===== config.mk =====
export PLATFORM = sky130hd
export DESIGN_NAME = hbs_top
export DESIGN_NICKNAME = d
export VERILOG_FILES = /design/src/rtl/hbs_pkg.sv /design/src/rtl/hbs_sync.sv /design/src/rtl/hbs_datapath.sv /design/src/rtl/hbs_ctrl.sv /design/src/rtl/hbs_top.sv
export SDC_FILE = /design/constraint.sdc
export NUM_CORES = 1
export LEC_CHECK = 0
export BUFFER_PORTS_ARGS = -buffer_cell sky130_fd_sc_hd__buf_2
export CORE_ASPECT_RATIO = 1.4
export CORE_MARGIN = 2
export CORE_UTILIZATION = 55
export CTS_CLUSTER_SIZE = 14
export DETAILED_ROUTE_END_ITERATION = 10
export PLACE_DENSITY = 0.91
export SYNTH_ARGS = -nofsm -noshare
export SYNTH_HDL_FRONTEND = slang
export SYNTH_HIERARCHICAL = 1
export SYNTH_SLANG_ARGS = --single-unit

===== constraint.sdc =====
create_clock -name clk -period 3 [get_ports clk]
set_input_delay 0.15 -clock clk [delete_from_list [all_inputs] [get_ports clk]]
set_output_delay 0.15 -clock clk [all_outputs]
set_load 0.1 [all_outputs]

===== src/rtl/hbs_pkg.sv =====
package hbs_pkg;

  localparam int BYTE_W = 8;
  localparam logic [BYTE_W-1:0] CMD_READ  = 8'h00;
  localparam logic [BYTE_W-1:0] CMD_WRITE = 8'h01;

  typedef enum logic [2:0] {
    ST_IDLE,
    ST_REQ_HI,
    ST_REQ_LO,
    ST_ACCESS,
    ST_RPL_HI,
    ST_RPL_LO,
    ST_DONE
  } hbs_state_e;

  // strobes from control to datapath
  typedef struct packed {
    logic capture;   // take busDataIn into request register
    logic load;      // load reply register
    logic shift;     // advance reply register by one byte
  } hbs_strobe_t;

endpackage


===== src/rtl/hbs_sync.sv =====
module hbs_sync #(
  parameter int WIDTH  = 4,
  parameter int STAGES = 2
) (
  input  logic             clk,
  input  logic             rstN,
  input  logic [WIDTH-1:0] asyncIn,
  output logic [WIDTH-1:0] syncOut
);

  logic [WIDTH-1:0] stage [STAGES];

  always_ff @(posedge clk) begin
    if (!rstN) begin
      for (int i = 0; i < STAGES; i++) stage[i] <= '0;
    end else begin
      stage[0] <= asyncIn;
      for (int i = 1; i < STAGES; i++) stage[i] <= stage[i-1];
    end
  end

  assign syncOut = stage[STAGES-1];

endmodule


===== src/rtl/hbs_datapath.sv =====
module hbs_datapath import hbs_pkg::*; #(
  parameter int                  DATA_W      = 32,
  parameter int                  ADDR_W      = 8,
  parameter int                  REPLY_WORDS = 2,
  parameter logic [DATA_W-1:0]   ID_WORD     = '0
) (
  input  logic              clk,
  input  logic              rstN,
  input  hbs_strobe_t       strobe,
  input  logic [BYTE_W-1:0] busDataIn,
  input  logic [DATA_W-1:0] regRdData,
  input  logic [DATA_W-1:0] regStatus,
  output logic [BYTE_W-1:0] busDataOut,
  output logic [ADDR_W-1:0] regAddr,
  output logic [DATA_W-1:0] regWrData,
  output logic              isRead,
  output logic              isWrite,
  output logic              isId
);

  localparam int REQ_W = 2 * BYTE_W + DATA_W;
  localparam int RPL_W = REPLY_WORDS * DATA_W;

  logic [REQ_W-1:0]  reqReg;
  logic [RPL_W-1:0]  rplReg;
  logic [RPL_W-1:0]  rplLoad;
  logic [DATA_W-1:0] dataWord;
  logic [BYTE_W-1:0] cmdByte;

  // request bytes arrive lowest first; shift in at the top
  always_ff @(posedge clk) begin
    if (!rstN)               reqReg <= '0;
    else if (strobe.capture) reqReg <= {busDataIn, reqReg[REQ_W-1:BYTE_W]};
  end

  assign cmdByte   = reqReg[BYTE_W-1:0];
  assign regAddr   = reqReg[BYTE_W +: ADDR_W];
  assign regWrData = reqReg[2*BYTE_W +: DATA_W];
  assign isId      = (regAddr == '0);
  assign isRead    = (cmdByte == CMD_READ);
  assign isWrite   = (cmdByte == CMD_WRITE);

  always_comb begin
    if (isId)         dataWord = ID_WORD;
    else if (isWrite) dataWord = regWrData;
    else if (isRead)  dataWord = regRdData;
    else              dataWord = '0;
  end

  generate
    if (REPLY_WORDS == 2) begin : g_withStatus
      assign rplLoad = {regStatus, dataWord};
    end else begin : g_dataOnly
      assign rplLoad = dataWord;
      logic unusedStatus;
      assign unusedStatus = ^regStatus;
    end
  endgenerate

  always_ff @(posedge clk) begin
    if (!rstN)             rplReg <= '0;
    else if (strobe.load)  rplReg <= rplLoad;
    else if (strobe.shift) rplReg <= {{BYTE_W{1'b0}}, rplReg[RPL_W-1:BYTE_W]};
  end

  assign busDataOut = rplReg[BYTE_W-1:0];

endmodule


===== src/rtl/hbs_ctrl.sv =====
module hbs_ctrl import hbs_pkg::*; #(
  parameter int REQ_BYTES = 6,
  parameter int RPL_BYTES = 8
) (
  input  logic        clk,
  input  logic        rstN,
  input  logic        startS,
  input  logic        hs1S,
  input  logic        rwS,
  input  logic        abortS,
  input  logic        isRead,
  input  logic        isWrite,
  input  logic        isId,
  output hbs_strobe_t strobe,
  output logic        hs2,
  output logic        ack,
  output logic        oe,
  output logic        wrEn,
  output logic        rdEn
);

  localparam int MAX_BYTES = (REQ_BYTES > RPL_BYTES) ? REQ_BYTES : RPL_BYTES;
  localparam int CNT_W     = $clog2(MAX_BYTES + 1);
  localparam logic [CNT_W-1:0] REQ_LAST = CNT_W'(REQ_BYTES - 1);
  localparam logic [CNT_W-1:0] RPL_LAST = CNT_W'(RPL_BYTES - 1);

  hbs_state_e       state;
  logic [CNT_W-1:0] cnt;

  always_comb begin
    strobe.capture = !abortS && (state == ST_REQ_HI) && hs1S;
    strobe.load    = !abortS && (state == ST_ACCESS);
    strobe.shift   = !abortS && (state == ST_RPL_LO) && !hs1S;
    wrEn           = strobe.load && isWrite && !isId;
    rdEn           = strobe.load && isRead && !isId;
    oe             = ((state == ST_RPL_HI) || (state == ST_RPL_LO)) && !rwS;
  end

  always_ff @(posedge clk) begin
    if (!rstN || abortS) begin
      state <= ST_IDLE;
      cnt   <= '0;
      hs2   <= 1'b0;
      ack   <= 1'b0;
    end else begin
      unique case (state)
        ST_IDLE: begin
          cnt <= '0;
          if (startS) state <= ST_REQ_HI;
        end
        ST_REQ_HI: if (hs1S) begin
          hs2   <= 1'b1;
          state <= ST_REQ_LO;
        end
        ST_REQ_LO: if (!hs1S) begin
          hs2 <= 1'b0;
          if (cnt == REQ_LAST) begin
            cnt   <= '0;
            state <= ST_ACCESS;
          end else begin
            cnt   <= cnt + 1'b1;
            state <= ST_REQ_HI;
          end
        end
        ST_ACCESS: state <= ST_RPL_HI;
        ST_RPL_HI: if (hs1S) begin
          hs2   <= 1'b1;
          state <= ST_RPL_LO;
        end
        ST_RPL_LO: if (!hs1S) begin
          hs2 <= 1'b0;
          if (cnt == RPL_LAST) begin
            ack   <= 1'b1;
            state <= ST_DONE;
          end else begin
            cnt   <= cnt + 1'b1;
            state <= ST_RPL_HI;
          end
        end
        ST_DONE: if (!startS) begin
          ack   <= 1'b0;
          state <= ST_IDLE;
        end
        default: state <= ST_IDLE;
      endcase
    end
  end

endmodule


===== src/rtl/hbs_top.sv =====
module hbs_top import hbs_pkg::*; #(
  parameter int DATA_W      = 32,
  parameter int ADDR_W      = 8,
  parameter int REPLY_WORDS = 2,
  parameter int SYNC_STAGES = 2,
  parameter int VER_MAJOR   = 1,
  parameter int VER_MINOR   = 2,
  parameter int NUM_PWM     = 4,
  parameter int NUM_ENC     = 4,
  parameter int NUM_SERVO   = 8
) (
  input  logic              clk,
  input  logic              rstN,
  input  logic              hostStart,
  input  logic              hostRw,
  input  logic              hostHs1,
  input  logic              hostReset,
  input  logic [7:0]        busDataIn,
  output logic [7:0]        busDataOut,
  output logic              busDataOe,
  output logic              slvAck,
  output logic              slvHs2,
  output logic [ADDR_W-1:0] regAddr,
  output logic [DATA_W-1:0] regWrData,
  output logic              regWrEn,
  output logic              regRdEn,
  input  logic [DATA_W-1:0] regRdData,
  input  logic [DATA_W-1:0] regStatus
);

  localparam int WORD_BYTES = DATA_W / BYTE_W;
  localparam int REQ_BYTES  = 2 + WORD_BYTES;
  localparam int RPL_BYTES  = REPLY_WORDS * WORD_BYTES;
  localparam logic [DATA_W-1:0] ID_WORD = DATA_W'({4'(VER_MAJOR), 4'(VER_MINOR),
                                                   8'(NUM_PWM), 8'(NUM_ENC), 8'(NUM_SERVO)});

  logic [3:0]  syncVec;
  logic        startSync, rwSync, hs1Sync, hostRstSync;
  hbs_strobe_t strobe;
  logic        isRead, isWrite, isId;

  hbs_sync #(.WIDTH(4), .STAGES(SYNC_STAGES)) sync_i (
    .clk     (clk),
    .rstN    (rstN),
    .asyncIn ({hostReset, hostHs1, hostRw, hostStart}),
    .syncOut (syncVec)
  );

  assign {hostRstSync, hs1Sync, rwSync, startSync} = syncVec;

  hbs_ctrl #(.REQ_BYTES(REQ_BYTES), .RPL_BYTES(RPL_BYTES)) ctrl_i (
    .clk     (clk),
    .rstN    (rstN),
    .startS  (startSync),
    .hs1S    (hs1Sync),
    .rwS     (rwSync),
    .abortS  (hostRstSync),
    .isRead  (isRead),
    .isWrite (isWrite),
    .isId    (isId),
    .strobe  (strobe),
    .hs2     (slvHs2),
    .ack     (slvAck),
    .oe      (busDataOe),
    .wrEn    (regWrEn),
    .rdEn    (regRdEn)
  );

  hbs_datapath #(
    .DATA_W(DATA_W), .ADDR_W(ADDR_W), .REPLY_WORDS(REPLY_WORDS), .ID_WORD(ID_WORD)
  ) dp_i (
    .clk        (clk),
    .rstN       (rstN),
    .strobe     (strobe),
    .busDataIn  (busDataIn),
    .regRdData  (regRdData),
    .regStatus  (regStatus),
    .busDataOut (busDataOut),
    .regAddr    (regAddr),
    .regWrData  (regWrData),
    .isRead     (isRead),
    .isWrite    (isWrite),
    .isId       (isId)
  );

endmodule


==> impl_metrics.tcl, run 1 <==
set metrics [dict create \
    antenna_found_initial 2 \
    grt_usage_pct 26.0 \
    gp_congestion 0.924 \
    cts_tree "built" \
    clock-sinks 129 \
    status "finished, final reports clean" \
    leakage_nw 2.92 \
    fp.dieH_um 132 \
    critPathSlowestCell "or4_4" \
    p_per_area_nw_per_um2 544 \
    clk_pin_slew_ns 0.06 \
    cap_viol_max_count 0 \
    dieWidth_um 95.6 \
    rsz0062_at_grt "false" \
    hold_viol 0 \
    grt_pass1_wl_mm 25.6 \
    seqPwrFrac_pct 42.2 \
    syn-num-nets 808 \
    row_count 46 \
    clockBufferDepth 2 \
    synth_edf_count 0 \
    wl_per_cell_um 16.8 \
    drt_iter0_markers 486 \
    avgSynthCellArea_um2 8.88 \
    start_kind "flip-flop" \
    hold_path_class "in2reg" \
    syn_to_final_growth_pct 16.7 \
    portBuffers 130 \
    fin_worst_skew_ns 0.00688 \
    clkLatencyLatePin_ns 0.41 \
    ctsHoldBuffers 13 \
    slew_violations 0 \
    max-vdd-ir-drop_mv 0.381 \
    async_flop_share_pct 0 \
    yosysSeqAreaShare_pct 39.9 \
    reg2reg_slack_ns 0.59 \
    critPathKind "reg2out" \
    syn_inst 728 \
    p_switching_w 0.000868 \
    crit_chain "or4_4, nor4_4, nor2b_1, and2_1, buf_2" \
    via_per_inst 5.52 \
    final.setup.tns_ns 0 \
    fin_crit_sh_pct 81.0 \
    die-area_um2 12700 \
    gr-total-overflow 0 \
    nets 871 \
    tightest_slew_ns 0.952 \
    root_buffer "clkbuf_16" \
    synthFlopType "dfxtp_1" \
    worstPathArrival_ns 2.28 \
    cts_buffers 17 \
    drt-total-wl_mm 15.9 \
    worstPathMaxFanout 3 \
    p_clk_share_pct 53.9 \
    post_cts_resized 0 \
    cp.required_ns 2.85 \
    core-area_um2 11400 \
    synth.area.top_cells "dfxtp_1 40%, mux2i_1 11%, buf_4 6.2%, mux2_2 5.9%, nor2b_1 5.9%" \
    start_util_pct 56.8 \
    switching_share_pct 21.2 \
    grt_pass1_vias 5089 \
    via_count 5243 \
    cts_setup_buffers 0 \
    drive_gt1_share_pct 26.7 \
    critPathMaxStageDelay_ns 0.54 \
    drc_errors 0 \
    multi_input_area_um2 3140 \
    yosysWarnings 6 \
    dpl.hpwl_mm 10.4 \
    internal_power_w 0.00323 \
    antenna_left 0 \
    synth_area_leader_cell "dfxtp_1" \
    final-seq-area_um2 2580 \
    fillCellCount 885 \
    period_needed_ns 2.43 \
    synth_top_area_share_pct 39.9 \
    yosys.cell_types.count 48 \
    grt_max_degree 121 \
    fmax_mhz 411 \
    netlist_area_um2 6470 \
    pin_count 131 \
    h-tree-depth 4 \
    drt-pass1-iter-count 5 \
    setup_viol 0 \
    combPwrFrac_pct 3.9 \
    relSlewSlack_pct 36.5 \
    end_kind "output port" \
    ys_seq_elements 129 \
    whs_ns 0.0146 \
]
==> power groups by stage <==
stage	clock network, W	logic, W	registers [W]
2_1_floorplan	0	0.0000852	0.00176
3_3_place_gp	0	0.000142	0.00177
3_5_place_dp	0	0.000144	0.00177
4_1_cts	0.00224	0.000158	0.00173
5_1_grt	0.00231	0.000173	0.00173
6_report	0.00221	0.000160	0.00173
==> cell families (layout without fill, tap and decap cells) <==
logic type | Yosys count | in the layout | synth area share, %
multiplexers | 107 | 107 | 17.2
other | 0 | 1 | 0
XOR/XNOR | 1 | 1 | 0.135
flip-flops | 129 | 129 | 39.9
AND/OR/NAND/NOR | 200 | 200 | 17.2
AO/OA/AOI/OAI | 151 | 151 | 13.3
adder cells (fa/ha/maj) | 2 | 2 | 0.387
buffers and inverters | 138 | 214 | 11.8
==> per-layer routing <==
layer  share of wire [%]  global-route usage [%]
met3                 6.1                    7.32
met2                  50                    42.5
met4                 4.7                    13.8
met1                  39                    30.4
met5               0.069                       0
==> critical path: cells and delay by family (launching register included) <==
kind,cells,cell delay (ns)
buffers and inverters,1,0.45
AND/OR/NAND/NOR,4,1.11
flip-flops,1,0.31
==> registers in the layout (all words and copies together), names as in the netlist <==
name / count
ctrl_i/cnt: 4
ctrl_i/ack: 1
ctrl_i/hs2: 1
ctrl_i/state: 3
dp_i/reqReg: 48
dp_i/rplReg: 64
sync_i/stage: 8
==> per-stage QoR <==
| step | instance area [um2] | total power, W | setup WS, ns | util [%] | instances |
|---|---|---|---|---|---|
| 2_1_floorplan | 6470 | 0.00185 | 0.665 | - | 728 |
| 5_1_grt | 7540 | 0.00421 | 0.397 | 66.2 | 948 |
| 6_report | 7550 | 0.00410 | 0.569 | 66.2 | 949 |
| 4_1_cts | 7540 | 0.00413 | 0.577 | 66.2 | 948 |
| 3_3_place_gp | 6770 | 0.00191 | 0.738 | 59.4 | 903 |
| 3_5_place_dp | 6770 | 0.00191 | 0.664 | 59.4 | 903 |
==> cells in the mapped netlist, types with 3 or more instances <==
library cell and count:
mux2_2 34, o21ai_0 63, a21oi_1 44, a211oi_1 3, buf_6 4, nor3_1 3
mux2i_1 73, a31oi_1 27, nor2b_1 61, nand2_1 36, buf_4 53, nand2b_1 4
and2_1 35, dfxtp_1 129, clkbuf_1 39, nor2_1 34, buf_2 11, nor3b_1 8
inv_1 30, nor4_1 4
==> cell type report <==
type	instances	share of cell area [%]
Sequential cell	129	34.2
Multi-Input combinational cell	461	41.6
Tap cell	144	2.39
Timing Repair Buffer	152	11.7
Inverter	30	1.49
Clock inverter	14	2.69
Clock buffer	18	5.82
Antenna cell	1	0.0332
==> path summary, 6_finish.rpt <==
check,startpoint,to,depth (start not counted)
worst max-delay path,dp_i/reqReg[4],regRdEn,5
worst min-delay path,regStatus[29],dp_i/rplReg[61],3
worst max register to register,ctrl_i/state[2],dp_i/rplReg[12],6
worst min register to register,sync_i/stage[0][3],sync_i/stage[0][7],1
==> cells in the final DEF, fill, tap and decap left out, types with 2 or more instances in the layout <==
master         count
buf_2            130
dfxtp_1          129
mux2i_1           73
o21ai_0           63
nor2b_1           61
a21oi_1           44
nand2_1           36
and2_1            35
nor2_1            34
mux2_2            34
inv_1             30
a31oi_1           27
clkbuf_16         17
dlygate4sd3_1     13
nor3b_1            8
buf_4              6
clkinv_4           5
bufinv_16          4
nand2b_1           4
inv_6              3
nor4_1             3
a211oi_1           3
buf_12             3
nor3_2             2
a311oi_1           2
a32o_1             2
ha_1               2
or4_1              2
Note: power is estimated with default switching activity, not from simulation.
==> run 2, diff against run 1 <==
--- a/config.mk
+++ b/config.mk
@@ -8,10 +8,10 @@
 export BUFFER_PORTS_ARGS = -buffer_cell sky130_fd_sc_hd__buf_2
 export CORE_ASPECT_RATIO = 1.4
 export CORE_MARGIN = 2
-export CORE_UTILIZATION = 55
+export CORE_UTILIZATION = 50
 export CTS_CLUSTER_SIZE = 14
 export DETAILED_ROUTE_END_ITERATION = 10
-export PLACE_DENSITY = 0.91
+export PLACE_DENSITY = 0.88
 export SYNTH_ARGS = -nofsm -noshare
 export SYNTH_HDL_FRONTEND = slang
 export SYNTH_HIERARCHICAL = 1
==> constraint.sdc (replaced) <==
create_clock -name clk -period 2.2 [get_ports clk]
set_input_delay 0.11 -clock clk [delete_from_list [all_inputs] [get_ports clk]]
set_output_delay 0.11 -clock clk [all_outputs]
set_load 0.1 [all_outputs]
==> impl_metrics.tcl, run 2 (same netlist as run 1, synthesis figures left out) <==
set metrics [dict create \
    drc_errors 0 \
    antenna_found_initial 2 \
    clock-sinks 129 \
    drt-pass1-iter-count 6 \
    hold_viol 0 \
    cts_tree "built" \
    dpl.hpwl_mm 10.8 \
    h-tree-depth 4 \
    grt_pass1_vias 5204 \
    antenna_left 0 \
    period_needed_ns 2.12 \
    fin_util_pct 61.6 \
    largest-register "dp_i/rplReg" \
    start_util_pct 50.7 \
    fp.dieH_um 139 \
    leakage_nw 3.05 \
    status "finished, final reports clean" \
    wl_met3_mm 1.15 \
    relSlewSlack_pct 60.8 \
    root_buffer "clkbuf_16" \
    p_per_area_nw_per_um2 726 \
    final_cell_mix "129 x dfxtp_1, 128 x buf_2, 73 x mux2i_1" \
    reg2regPathDepth 6 \
    wl_per_cell_um 17.0 \
    drt_iter0_markers 461 \
    hold_path_class "in2reg" \
    grt_max_degree 75 \
    clk_pin_slew_ns 0.06 \
    critPathKind "reg2out" \
    mostFrequentLayoutCell "dfxtp_1" \
    via_count 5478 \
    end_kind "output port" \
    gr-total-overflow 0 \
    post_layout_nonfiller_instances 983 \
    worstPathArrival_ns 2.01 \
    fin_crit_sh_pct 96.2 \
    worstPathMaxFanout 3 \
    cp.required_ns 2.09 \
    critPathSlowestCell "or4_4" \
    place_inst 922 \
    max-vdd-ir-drop_mv 0.592 \
    portBuffers 130 \
    syn_to_final_growth_pct 21.5 \
    slew_violations 0 \
    met1_length_mm 6.57 \
    crit_chain "or4_4, nor4_4, nor2b_1, and2_4, buf_12" \
    clkLatencyLatePin_ns 0.41 \
    met2WireLength_mm 8.35 \
    via_per_inst 5.57 \
    row_count 49 \
    fin_worst_skew_ns 0.00573 \
    setup_viol 0 \
    tightest_slew_ns 0.588 \
    hold_depth 4 \
    die-area_um2 13900 \
    pin_count 131 \
    gp_congestion 0.969 \
    cap_viol_max_count 0 \
    clockBufferDepth 2 \
    grt_pass1_wl_mm 26.7 \
    fillCellCount 1003 \
    critPathMaxStageDelay_ns 0.55 \
    largest_register_ffs 64 \
    top_regs "dp_i/rplReg: 64 flops, dp_i/reqReg: 48 flops, sync_i/stage: 8 flops" \
    start_kind "flip-flop" \
    nets 895 \
    drive_gt1_share_pct 27.4 \
    core-area_um2 12800 \
    fmax_mhz 473 \
    grt_usage_pct 24.2 \
    drt-total-wl_mm 16.8 \
    cts_buffers 17 \
    top_layer "met4" \
    dieWidth_um 100 \
]
run 2: cell type report:
cell class	count	area, um2	area share (%)
antenna	2	5.00	0.0637
tap	153	191	2.44
multi-input combinational	461	3160	40.2
clock buffer	18	429	5.46
inverter	30	113	1.43
timing repair buffer	176	1150	14.7
clock inverter	14	225	2.87
sequential	129	2580	32.9
run 2: per-stage QoR:
step	setup WS, ns	TNS (ns)	cell area (um2)	hold WS (ns)	power (W)
2_1_floorplan	0.0343	0	6470	0.232	0.00252
3_3_place_gp	0.312	0	6920	0.327	0.00261
3_5_place_dp	0.247	0	6920	0.332	0.00261
4_1_cts	-0.0187	-0.0187	7840	0.00472	0.00573
5_1_grt	-0.0108	-0.0196	7850	0.0220	0.00585
6_report	0.0842	0	7860	0.0158	0.00570
run 2: worst paths after layout:
path	from	endpoint	slack, ns
max	dp_i/reqReg[6]	regRdEn	0.08
min	regStatus[3]	dp_i/rplReg[35]	0.02
max reg2reg	ctrl_i/state[0]	dp_i/rplReg[44]	0.21
min reg2reg	sync_i/stage[0][2]	sync_i/stage[0][6]	0.44
run 2: critical path: cells and delay by family, from the launching register on:
kind	cells	cell delay [ns]
and+or+nand+nor	4	1.12
DFF	1	0.31
buffers and inverters	1	0.17
run 2: routing by layer:
layer,up-vias,GRT usage (%)
met5,-,0
met4,0,12.1
met3,50,6.91
met2,270,39.6
met1,2542,28.8
li1,2616,-
run 2: power by group:
part	internal (W)	total, W	leakage (nW)	switching [W]
combinational	0.000140	0.000243	1.68	0.000103
clock	0.00203	0.00310	0.320	0.00107
sequential	0.00235	0.00236	1.04	0.00000889
total	0.00452	0.00570	3.05	0.00118
run 2: timing repair:
action | in CTS | in global routing
pin swaps | 2 | 1
setup endpoints to repair | 2 | 17
gates resized for setup | 2 | 2
gates cloned | 0 | 0
endpoints found under the hold margin | 26 | 0
hold buffers | 26 | 0
setup buffers | 1 | 0
==> run 3, diff against run 2 <==
==> constraint.sdc (replaced) <==
create_clock -name clk -period 2.2 [get_ports clk]
set_input_delay 0.33 -clock clk [delete_from_list [all_inputs] [get_ports clk]]
set_output_delay 0.33 -clock clk [all_outputs]
set_load 0.1 [all_outputs]
==> impl_metrics.tcl, run 3 (same netlist as run 1, synthesis figures left out) <==
set metrics [dict create \
    met2WireLength_mm 8.04 \
    final_cell_mix "127 x dfxtp_1, 127 x buf_2, 73 x mux2i_1" \
    clock-sinks 129 \
    fillCellCount 1086 \
    relSlewSlack_pct 62.0 \
    antenna_cells 0 \
    end_kind "output port" \
    dpl.hpwl_mm 10.9 \
    cts_buffers 17 \
    pin_count 131 \
    fin_worst_skew_ns 0.00924 \
    cap_viol_max_count 0 \
    largest-register "dp_i/rplReg" \
    place_inst 927 \
    row_count 49 \
    nets 875 \
    hp-start "hostRw" \
    root_buffer "clkbuf_16" \
    antenna_found_initial 2 \
    wl_met3_mm 1.05 \
    leakage_nw 2.92 \
    fmax_mhz 428 \
    portBuffers 130 \
    failed_checks "negative setup slack" \
    grt_pass1_vias 5033 \
    hold_path_class "in2reg" \
    critPathMaxStageDelay_ns 0.55 \
    fin_ws_ns -0.134 \
    p_per_area_nw_per_um2 687 \
    reg2regPathDepth 7 \
    drt-total-wl_mm 16.2 \
    drt-pass1-iter-count 5 \
    timing.rr.end "dp_i/rplReg[26]" \
    critPathSlowestCell "or4_4" \
    ctsHoldBuffers 0 \
    die-area_um2 13900 \
    worstPathMaxFanout 3 \
    h-tree-depth 4 \
    drive_gt1_share_pct 29.3 \
    clockBufferDepth 2 \
    status "complete, but fails checks" \
    period_needed_ns 2.33 \
    rsz0062_at_grt "true" \
    slew_violations 0 \
    via_per_inst 5.57 \
    cp.required_ns 1.87 \
    crit_chain "or4_4, nor4_4, nor2b_2, and2_4, buf_12" \
    clkLatencyLatePin_ns 0.42 \
    met1_length_mm 6.34 \
    cp_num_buf_inv 1 \
    top_layer "met5" \
    drt_iter0_markers 388 \
    largest_register_ffs 64 \
    final.setup.tns_ns -0.240 \
    tightest_slew_ns 0.571 \
    grt_max_degree 74 \
    fp.dieH_um 139 \
    r2r_start "dp_i/reqReg[4]" \
    clk_pin_slew_ns 0.06 \
    hold_end "sync_i/stage[0][1]" \
    grt_usage_pct 23.0 \
    whs_ns 0.130 \
    gp_congestion 0.951 \
    via_count 5349 \
    reg2reg_slack_ns 0.19 \
    path_delay_family "simple AND/OR/NAND/NOR gates" \
    dp_slack_ns 0.211 \
    post_layout_nonfiller_instances 961 \
    fin_crit_sh_pct 106 \
    top_regs "dp_i/rplReg: 64 flops, dp_i/reqReg: 48 flops, sync_i/stage: 8 flops" \
    hold_viol 0 \
    antenna_left 0 \
    critPathKind "reg2out" \
    wl_per_cell_um 16.8 \
    core-area_um2 12800 \
    gr-total-overflow 0 \
    setup_viol 2 \
    drc_errors 0 \
    worstPathArrival_ns 2.00 \
    max-vdd-ir-drop_mv 0.446 \
    start_util_pct 50.7 \
    start_kind "flip-flop" \
    cts_tree "built" \
    grt_pass1_wl_mm 25.3 \
    hold_depth 2 \
    dieWidth_um 100 \
    syn_to_final_growth_pct 16.8 \
]
run 3: area by class of cell:
| class | count | area (um2) | area share, % |
|---|---|---|---|
| multi-input cells | 461 | 3170 | 41.9 |
| flip-flops and latches | 129 | 2580 | 34.2 |
| repair buffers | 156 | 941 | 12.5 |
| clock buffers | 20 | 447 | 5.91 |
| well taps | 153 | 191 | 2.53 |
| inverters | 30 | 113 | 1.49 |
| clock inverters | 12 | 111 | 1.47 |
run 3: worst reg2reg max path, cell delays in order (launching register included):
cell	delay, ns
dfxtp_2	0.33
or4_4	0.55
nor4_4	0.20
buf_4	0.16
buf_4	0.09
buf_4	0.33
a31oi_1	0.15
nor2_1	0.13
run 3: how the worst max path moves through the flow:
| stage | from | to | depth (start not counted) |
|---|---|---|---|
| 4_1_cts | dp_i/reqReg[4] | regRdEn | 5 |
| 3_5_place_dp | ctrl_i/state[0] | dp_i/rplReg[48] | 7 |
| 3_3_place_gp | ctrl_i/state[0] | dp_i/rplReg[42] | 7 |
| 6_report | dp_i/reqReg[4] | regRdEn | 5 |
| 2_1_floorplan | ctrl_i/state[1] | dp_i/rplReg[11] | 9 |
| 5_1_grt | dp_i/reqReg[4] | regRdEn | 5 |
run 3: timing repair:
item                       in CTS  in global routing
buffers inserted                1                  1
resized for setup               3                  3
setup endpoints to repair       2                  3
run 3: power by group:
part | switching (W) | total (W) | leakage (nW) | internal, W
sequential | 0.0000121 | 0.00236 | 1.04 | 0.00235
clock | 0.00105 | 0.00263 | 0.266 | 0.00158
combinational | 0.0000904 | 0.000198 | 1.62 | 0.000108
total | 0.00115 | 0.00519 | 2.92 | 0.00404
run 3: layer usage:
| layer | GRT usage [%] | vias to the layer above |
|---|---|---|
| li1 | - | 2568 |
| met1 | 27.0 | 2502 |
| met2 | 38.2 | 223 |
| met3 | 5.65 | 54 |
| met4 | 12.3 | 2 |
| met5 | 0 | - |
run 3: metrics by stage:
step                total power [W]  instance area (um2)  utilization (%)
floorplan                   0.00252                 6480                -
global placement            0.00260                 6960             54.6
detailed placement          0.00261                 6960             54.6
CTS                         0.00521                 7530             59.1
global route                0.00534                 7550             59.2
finish                      0.00519                 7550             59.2
